File: src/rtl/irq_cause_pkg.sv
package irq_cause_pkg;
  localparam int unsigned STAT_W = 13;

  // status index map, shared by the status source and the cause register
  localparam int unsigned IDX_XFER_DONE  = 0;
  localparam int unsigned IDX_XFER_RDY   = 1;
  localparam int unsigned IDX_RX_RDY     = 2;
  localparam int unsigned IDX_TX_RDY     = 3;
  localparam int unsigned IDX_RX_EMPTY   = 4;
  localparam int unsigned IDX_TX_EMPTY   = 6;
  localparam int unsigned IDX_ADDR_UNCFG = 12;
endpackage

File: src/rtl/irq_edge_detect.sv
module irq_edge_detect #(
  parameter int unsigned W = 13
) (
  input  logic         clk_i,
  input  logic         rst_ni,
  input  logic [W-1:0] status_i,
  output logic [W-1:0] rise_o
);
  logic [W-1:0] status_q;

  always_ff @(posedge clk_i or negedge rst_ni) begin
    if (!rst_ni) status_q <= '0;
    else         status_q <= status_i;
  end

  assign rise_o = status_i & ~status_q;

  // a flagged rise was low at the previous sample
  p_rise_after_low_r9: assert property (@(posedge clk_i) disable iff (!rst_ni)
    ((rise_o & $past(status_i)) == '0))
    else $error("p_rise_after_low_r9");
endmodule

File: src/rtl/irq_cause_reg.sv
module irq_cause_reg #(
  parameter int unsigned W = 13
) (
  input  logic         clk_i,
  input  logic         rst_ni,
  input  logic [W-1:0] rise_i,
  input  logic         clr_i,
  input  logic [W-1:0] clr_bits_i,
  output logic [W-1:0] cause_o
);
  logic [W-1:0] cause_q;
  logic [W-1:0] clr_vec;

  assign clr_vec = clr_i ? clr_bits_i : '0;

  // set has priority over clear, per bit
  for (genvar i = 0; i < W; i++) begin : g_bit
    always_ff @(posedge clk_i or negedge rst_ni) begin
      if (!rst_ni)        cause_q[i] <= 1'b0;
      else if (rise_i[i]) cause_q[i] <= 1'b1;
      else if (clr_vec[i]) cause_q[i] <= 1'b0;
    end
  end

  assign cause_o = cause_q;

  // a rise always lands in the cause register
  p_rise_sets_r1: assert property (@(posedge clk_i) disable iff (!rst_ni)
    (|rise_i) |=> ((cause_q & $past(rise_i)) == $past(rise_i)))
    else $error("p_rise_sets_r1");

  // no newly set bit without a rise
  p_no_spurious_r2: assert property (@(posedge clk_i) disable iff (!rst_ni)
    1'b1 |=> ((cause_q & ~$past(cause_q) & ~$past(rise_i)) == '0))
    else $error("p_no_spurious_r2");

  // clear without a rise empties the bit
  p_clear_r3: assert property (@(posedge clk_i) disable iff (!rst_ni)
    clr_i |=> ((cause_q & $past(clr_bits_i) & ~$past(rise_i)) == '0))
    else $error("p_clear_r3");
endmodule

File: src/rtl/irq_mask_out.sv
module irq_mask_out #(
  parameter int unsigned W = 13
) (
  input  logic         clk_i,
  input  logic         rst_ni,
  input  logic         mask_wr_i,
  input  logic [W-1:0] mask_wdata_i,
  input  logic [W-1:0] cause_i,
  output logic [W-1:0] mask_o,
  output logic         irq_o
);
  logic [W-1:0] mask_q;
  logic         irq_q;

  always_ff @(posedge clk_i or negedge rst_ni) begin
    if (!rst_ni) begin
      mask_q <= '0;
      irq_q  <= 1'b0;
    end else begin
      if (mask_wr_i) mask_q <= mask_wdata_i;
      irq_q <= |(cause_i & mask_q);
    end
  end

  assign mask_o = mask_q;
  assign irq_o  = irq_q;

  // all-zero mask keeps the line low
  p_mask_zero_r7: assert property (@(posedge clk_i) disable iff (!rst_ni)
    (mask_q == '0) |=> !irq_q)
    else $error("p_mask_zero_r7");

  // line rises only after an enabled cause was present
  p_irq_source_r5: assert property (@(posedge clk_i) disable iff (!rst_ni)
    $rose(irq_q) |-> $past(|(cause_i & mask_q)))
    else $error("p_irq_source_r5");
endmodule

File: src/rtl/irq_cause_unit.sv
module irq_cause_unit #(
  parameter int unsigned SRC_W = irq_cause_pkg::STAT_W
) (
  input  logic             clk_i,
  input  logic             rst_ni,
  input  logic [SRC_W-1:0] status_i,
  input  logic             cause_clr_i,
  input  logic [SRC_W-1:0] cause_clr_bits_i,
  input  logic             mask_wr_i,
  input  logic [SRC_W-1:0] mask_wdata_i,
  output logic [SRC_W-1:0] cause_o,
  output logic [SRC_W-1:0] mask_o,
  output logic             irq_o
);
  logic [SRC_W-1:0] rise;
  logic [SRC_W-1:0] cause;

  irq_edge_detect #(.W(SRC_W)) u_edge (
    .clk_i    (clk_i),
    .rst_ni   (rst_ni),
    .status_i (status_i),
    .rise_o   (rise)
  );

  irq_cause_reg #(.W(SRC_W)) u_cause (
    .clk_i      (clk_i),
    .rst_ni     (rst_ni),
    .rise_i     (rise),
    .clr_i      (cause_clr_i),
    .clr_bits_i (cause_clr_bits_i),
    .cause_o    (cause)
  );

  irq_mask_out #(.W(SRC_W)) u_mask (
    .clk_i        (clk_i),
    .rst_ni       (rst_ni),
    .mask_wr_i    (mask_wr_i),
    .mask_wdata_i (mask_wdata_i),
    .cause_i      (cause),
    .mask_o       (mask_o),
    .irq_o        (irq_o)
  );

  assign cause_o = cause;
endmodule

File: config.mk
export PLATFORM = sky130hd
export DESIGN_NAME = irq_cause_unit
export DESIGN_NICKNAME = d
export VERILOG_FILES = /design/src/rtl/irq_cause_pkg.sv /design/src/rtl/irq_edge_detect.sv /design/src/rtl/irq_cause_reg.sv /design/src/rtl/irq_mask_out.sv /design/src/rtl/irq_cause_unit.sv
export SDC_FILE = /design/constraint.sdc
export NUM_CORES = 1
export LEC_CHECK = 0
export CORE_MARGIN = 10
export CORE_UTILIZATION = 41
export CTS_BUF_LIST = sky130_fd_sc_hd__clkbuf_2 sky130_fd_sc_hd__clkbuf_4 sky130_fd_sc_hd__clkbuf_8
export CTS_CLUSTER_DIAMETER = 100
export DETAILED_ROUTE_END_ITERATION = 12
export GPL_TIMING_DRIVEN = 0
export PLACE_DENSITY_LB_ADDON = 0.25
export RECOVER_POWER = 50
export SYNTH_ARGS = -nofsm -noshare
export SYNTH_HDL_FRONTEND = slang
export SYNTH_SLANG_ARGS = --single-unit
File: constraint.sdc
create_clock -name clk_i -period 1.3 [get_ports clk_i]
set_input_delay 0.26 -clock clk_i [delete_from_list [all_inputs] [get_ports clk_i]]
set_output_delay 0.26 -clock clk_i [all_outputs]
set_load 0.02 [all_outputs]
==> run_results.csv, run 1 <==
group,metric,value,unit
worst_setup_path,r2r_setup_slack,0.05,ns
routing,viasPerCell,4.652,
worst_setup_path,crit_start,"u_cause.cause_o[9]",
sta,rsz0062_at_grt,"false",
sta,tns,0,ns
placement,place_congestion,0.7164,
pwr,p_leak,0.001075,uW
synth,ys_seq_area_frac,0.6969,
clocking,root_buffer,"clkbuf_4",
sta,finalClockSkew,0.01039,ns
sta,finalCriticalPeriod,1.247,ns
die,core,3363,sq um
sta,relSlewSlack,0.3583,
clocking,cts_sinks,40,
worst_setup_path,crit_path_start_kind,"flop",
worst_setup_path,cp_max_fo,2,
synth,ys_warn_count,0,
global_routing,overflow,0,
placement,dpl.hpwl,3026,microns
sta,hold_viol,0,
finish,drive_above_1_share,0.3088,
sta,max_freq,802.2,MHz
synth,synth_cell_types,13,
finish,nets,246,
hold_path,hold_path_class,"in -> async",
routing,vias,1163,
finish,regArea,1001,sq um
worst_setup_path,end_kind,"flop",
die,die_area,6271,sq um
synth,syn_inst,115,
sta,period_share,0.9589,
routing,first_iter_violations,52,
placement,portBuffers,69,
placement,pre_cts_slack,-0.1817,ns
clocking,htree_levels,2,
global_routing,antenna_found_initial,0,
global_routing,grt_pass1_wl,6334,microns
worst_setup_path,critPathBufInv,1,
die,core.rowCount,21,
clocking,numCtsBuffers,5,
sta,setup_slack,0.05345,ns
sta,worstMarginPinSlew,0.9625,ns
synth,netlist.area_leader.share,0.6969,
clocking,cts_tree,"built",
synth,synth_fp_nets,158,
synth,ys_seq_elements,40,
synth,syn_area,1436,sq um
global_routing,grt_max_degree,41,
clocking,clkLatencyLatePin,0.34,ns
global_routing,grt_pass1_vias,1308,
worst_setup_path,arrival,1.48,ns
finish,multi_input_area,370.4,sq um
synth,yosysTopAreaCell,"dfrtp_1",
die,die_h,79.19,microns
worst_setup_path,path_cells,"buf_4, a22o_1, a221oi_1, nand3_1",
routing,drc_errors,0,
routing,wl_per_cell,15.59,microns
die,die-width,79.19,microns
clocking,hold_buffers,0,
die,initial_core_util,0.4271,
clocking,clockBufferDepth,2,
pwr,ir_drop,0.0006063,V
worst_setup_path,rr_startpoint,"u_cause.cause_o[9]",
finish,final_cell_mix,"dfrtp_1 (40), clkdlybuf4s50_1 (28), buf_2 (26), nand2_1 (26)",
worst_setup_path,slowest_stage,"dfrtp_1",
worst_setup_path,regToRegEndpoint,"u_mask.irq_o",
worst_setup_path,worstPathRequired,1.53,ns
finish,syn_to_final_growth,54.62,%
routing,first_pass_iters,4,
pwr,powerDensity,1262,nW/um^2
job,max-cap-violations,0,
synth,yosys-top-cells-area,"dfrtp_1 (70%), mux2_2 (10%), nand2_1 (6.8%), o21ai_0 (4.5%), inv_1 (3.4%)",
sta,drv_slew,0,
worst_setup_path,crit_type,"reg -> reg",
finish,final_core_util,0.6603,
worst_setup_path,r2r_cells,4,
die,pin_count,70,
clocking,clkTransAtPathRegs,0.11,ns
routing,ant_nets,0,
synth,avgSynthCellArea,12.49,sq um
finish,diodes,0,
worst_setup_path,slowest_delay,0.41,ns
worst_setup_path,critPathTopFamily,"compound AO/OA/AOI/OAI gates",
finish,final_common_cell,"dfrtp_1",
routing,routed_wl,3898,microns
finish,nFillCells,294,
global_routing,grt_use_total,0.1295,
sta,hold_ws,0.04889,ns
status,status,"finished clean",
sta,setup_violations,0,
-- synthesized netlist by cell type --
cell type  count
a221oi_1       1
mux2_2        13
o21ai_0       13
dfrtp_1       40
nand2_1       26
buf_6          1
a222oi_1       1
a22o_1         1
and3_1         1
nand3_1        1
buf_2          1
inv_1         13
a22oi_1        3
-- kinds of logic after synthesis --
family / synth area share
DFF: 0.6969
and+or+nand+nor: 0.07578
AOI/OAI and AO/OA: 0.08014
buffers and inverters: 0.04529
muxes: 0.1019
-- worst register-to-register path: cells and delay by family (launching register included) --
family / cells / cell delay, ns
AOI/OAI and AO/OA: 2 / 0.47
DFF: 1 / 0.41
buffers and inverters: 1 / 0.14
and+or+nand+nor: 1 / 0.11
-- layout make-up --
cell class                 instances  share of cell area
multi-input combinational         60              0.1668
sequential                        40              0.4507
timing repair buffer              81              0.2913
clock inverter                     2             0.01577
inverter                          13             0.02197
clock buffer                       6             0.02028
buffer                             2            0.007324
tap                               46             0.02592
-- metrics by stage --
stage / cell area (sq um) / cells / power [uW]
floorplan: 1436 / 115 / 1671
global placement: 2185 / 230 / 2047
detailed placement: 2180 / 230 / 2066
CTS: 2243 / 244 / 2854
global route: 2221 / 250 / 2962
finish: 2221 / 250 / 2803
-- routing by layer --
metal,track usage,share of wire,vias to the layer above,wire (microns)
met2,0.2162,0.50,51,1939
met5,0,0,-,0
met4,0.03763,0.013,0,50
li1,-,-,559,-
met3,0.06869,0.088,5,344
met1,0.1394,0.40,548,1564
-- registers in the layout (all words and copies together) (netlist names) --
register	cells
u_edge.status_q	13
u_mask.irq_o	1
u_mask.mask_o	13
u_cause.cause_o	13
-- power breakdown --
| group | internal [uW] | switching (uW) | total (uW) |
|---|---|---|---|
| Combinational | 292 | 285 | 577 |
| Sequential | 1350 | 65.5 | 1420 |
| Clock | 424 | 386 | 810 |
-- timing repair --
action / CTS / global route
endpoints found under the setup margin: 27 / 12
resized for setup: 95 / 11
buffers inserted: 6 / 6
-- how the worst max path moves through the flow --
stage	end	slack, ns	cells past startpoint
after floorplan	u_mask.irq_o	0.17	3
after global placement	u_edge.status_q[1]	-0.90	1
after detailed placement	u_mask.mask_o[11]	-0.18	3
after CTS	cause_o[8]	0.002	1
after global routing	mask_o[3]	0.01	1
final	u_mask.irq_o	0.05	4
Power figures use the tool's default switching activity.
==> inputs of run 2 (changes only) <==
--- a/config.mk
+++ b/config.mk
@@ -5,14 +5,15 @@
 export SDC_FILE = /design/constraint.sdc
 export NUM_CORES = 1
 export LEC_CHECK = 0
-export CORE_MARGIN = 10
-export CORE_UTILIZATION = 41
+export CORE_UTILIZATION = 43
 export CTS_BUF_LIST = sky130_fd_sc_hd__clkbuf_2 sky130_fd_sc_hd__clkbuf_4 sky130_fd_sc_hd__clkbuf_8
 export CTS_CLUSTER_DIAMETER = 100
 export DETAILED_ROUTE_END_ITERATION = 12
 export GPL_TIMING_DRIVEN = 0
 export PLACE_DENSITY_LB_ADDON = 0.25
 export RECOVER_POWER = 50
+export SLEW_MARGIN = 20
 export SYNTH_ARGS = -nofsm -noshare
 export SYNTH_HDL_FRONTEND = slang
+export SYNTH_HIERARCHICAL = 1
 export SYNTH_SLANG_ARGS = --single-unit
==> run 2 against run 1 <==
Final cell count fell by 4.8%; largest power group unchanged; die area decreased by 38%; clock-buffer cell count grew 2; critical path type is now reg -> out; register-to-register slack better by 0.03 ns; first-iteration DRC count decreased by 40%; critical path depth is 3 lower; non-clock buffer count grew 1; setup slack worse by 0.011 ns; wire length down 8.8%; synthesized cell count decreased by 11%.
==> run_results.csv, run 2 <==
group,metric,value,unit
status,status,"finished clean",
routing,drc_errors,0,
pwr,powerDensity,1157,nW/um^2
synth,synth_async_sr_flop_share,1.000,
worst_setup_path,slowest_delay,0.41,ns
sta,relSlewSlack,0.7185,
die,initial_core_util,0.4592,
routing,vias,1140,
finish,diodes,0,
worst_setup_path,critPathTopFamily,"flip-flops",
placement,portBuffers,69,
die,die_h,62.17,microns
placement,dpl.hpwl,2621,microns
routing,wl_per_cell,14.93,microns
synth,synth.most_common_cell,"dfrtp_1",
routing,ant_nets,0,
clocking,cts_tree,"built",
finish,final_common_cell,"dfrtp_1",
clocking,root_buffer,"clkbuf_4",
worst_setup_path,arrival,1.00,ns
clocking,clkLatencyLatePin,0.33,ns
sta,hold_viol,0,
sta,drv_slew,0,
synth,syn_area,1556,sq um
routing,routed_wl,3554,microns
clocking,cts_sinks,40,
worst_setup_path,path_cells,"clkdlybuf4s15_2",
synth,ys_warn_count,6,
synth,syn_inst,102,
synth,yosysTopAreaCell,"dfrtp_1",
synth,synth_edf_count,0,
synth,synth_fp_nets,145,
finish,nets,234,
routing,first_pass_iters,4,
worst_setup_path,regToRegEndpoint,"u_mask/irq_o",
worst_setup_path,slowest_stage,"dfrtp_1",
global_routing,grt_pass1_wl,5747,microns
worst_setup_path,crit_type,"reg -> out",
global_routing,grt_pass1_vias,1176,
synth,avgSynthCellArea,15.26,sq um
synth,synth_top_cells_by_count,"dfrtp_1 (40), a21o_1 (13), mux2_2 (13), nand2_1 (13), nor2b_4 (13)",
die,die-width,62.17,microns
finish,final_core_util,0.6969,
worst_setup_path,worstPathRequired,1.04,ns
placement,post-place-cells,218,
sta,setup_violations,0,
worst_setup_path,critPathBufInv,1,
finish,fin_cells,238,
die,pin_count,70,
sta,finalClockSkew,0.004056,ns
finish,syn_to_final_growth,51.77,%
sta,hold_ws,0.3792,ns
worst_setup_path,r2r_setup_slack,0.08,ns
finish,final_cell_mix,"dfrtp_1 (40), clkdlybuf4s50_1 (27), buf_2 (21)",
sta,max_freq,795.1,MHz
worst_setup_path,r2r_cells,4,
synth,ys.flop_type,"dfrtp_1",
synth,ys_seq_elements,40,
finish,nFillCells,266,
job,max-cap-violations,0,
worst_setup_path,crit_path_start_kind,"flop",
sta,period_share,0.9675,
die,core,3390,sq um
finish,drive_above_1_share,0.3958,
die,core.rowCount,21,
clocking,clockBufferDepth,2,
clocking,clkTransAtPathRegs,0.11,ns
synth,synth_cell_types,12,
pwr,total_power,2732,uW
worst_setup_path,end_kind,"output port",
routing,first_iter_violations,31,
sta,tns,0,ns
synth,yosys-top-cells-area,"dfrtp_1 (64%), nor2b_4 (11%), mux2_2 (9.4%), a21o_1 (6.3%), nand2_1 (3.1%)",
global_routing,overflow,0,
placement,place_congestion,0.7536,
die,die_area,3864,sq um
worst_setup_path,rr_startpoint,"u_cause/cause_o[4]",
clocking,htree_levels,2,
hold_path,hold_path_class,"in -> async",
sta,worstMarginPinSlew,0.4222,ns
global_routing,grt_max_degree,24,
routing,viasPerCell,4.790,
sta,finalCriticalPeriod,1.258,ns
worst_setup_path,cp_max_fo,2,
global_routing,grt_use_total,0.1974,
global_routing,antenna_found_initial,0,
synth,netlist.area_leader.share,0.6431,
synth,ys_seq_area_frac,0.6431,
clocking,numCtsBuffers,5,
pwr,ir_drop,0.0006485,V
pwr,p_leak,0.001126,uW
run 2: layer usage:
layer  part of all wire  global-route usage  wire length (microns)  vias up
li1                   -                   -                      -      528
met1               0.40              0.2297                   1407      558
met2               0.53              0.3448                   1869       48
met3              0.068             0.06434                    240        6
met4              0.010             0.06105                     36        0
met5                  0                   0                      0        -
run 2: kinds of logic (layout without fill, tap and decap cells):
group / count (synthesis) / count (layout) / synth area share
AOI/OAI and AO/OA: 19 / 19 / 0.09485
buffers and inverters: 2 / 92 / 0.01447
DFF: 40 / 40 / 0.6431
muxes: 13 / 13 / 0.09405
and+or+nand+nor: 28 / 28 / 0.1535
run 2: repair_timing:
action | 4_1_cts | 5_1_grt
resized for setup | 80 | 22
endpoints found under the hold margin | 17 | 0
cloned | 0 | 0
setup endpoints to repair | 27 | 26
pin swaps | 0 | 0
hold buffers | 1 | 0
buffers inserted | 0 | 11
run 2: cell type report:
class / instances / area [sq um] / area share
clock buffer: 8 / 66.31 / 0.02807
buffer: 2 / 22.52 / 0.009534
timing repair buffer: 82 / 681.9 / 0.2887
tap: 46 / 57.56 / 0.02436
multi-input combinational: 60 / 533.0 / 0.2256
sequential: 40 / 1001 / 0.4237
run 2: worst max path at each step:
stage	cells past startpoint	start	end
floorplan	3	u_cause/cause_o[2]	u_mask/irq_o
CTS	1	u_mask/mask_o[10]	mask_o[10]
finish	1	u_mask/mask_o[5]	mask_o[5]
global route	1	u_mask/mask_o[5]	mask_o[5]
global placement	1	rst_ni	u_edge/status_q[1]
detailed placement	3	mask_wr_i	u_mask/mask_o[5]
run 2: per-stage QoR:
stage | instance area (sq um) | setup WS (ns)
finish | 2362 | 0.04230
global route | 2362 | -0.002355
CTS | 2436 | 0.0007373
detailed placement | 2327 | -0.2150
global placement | 2305 | -0.9106
floorplan | 1556 | 0.1746
run 2: power by group:
group          switching [uW]  leakage [uW]  total [uW]  internal, uW
combinational             275      0.000628         616           341
sequential               84.0      0.000459        1440          1350
clock                     371     0.0000394         680           309
total                     730       0.00113        2730          2000
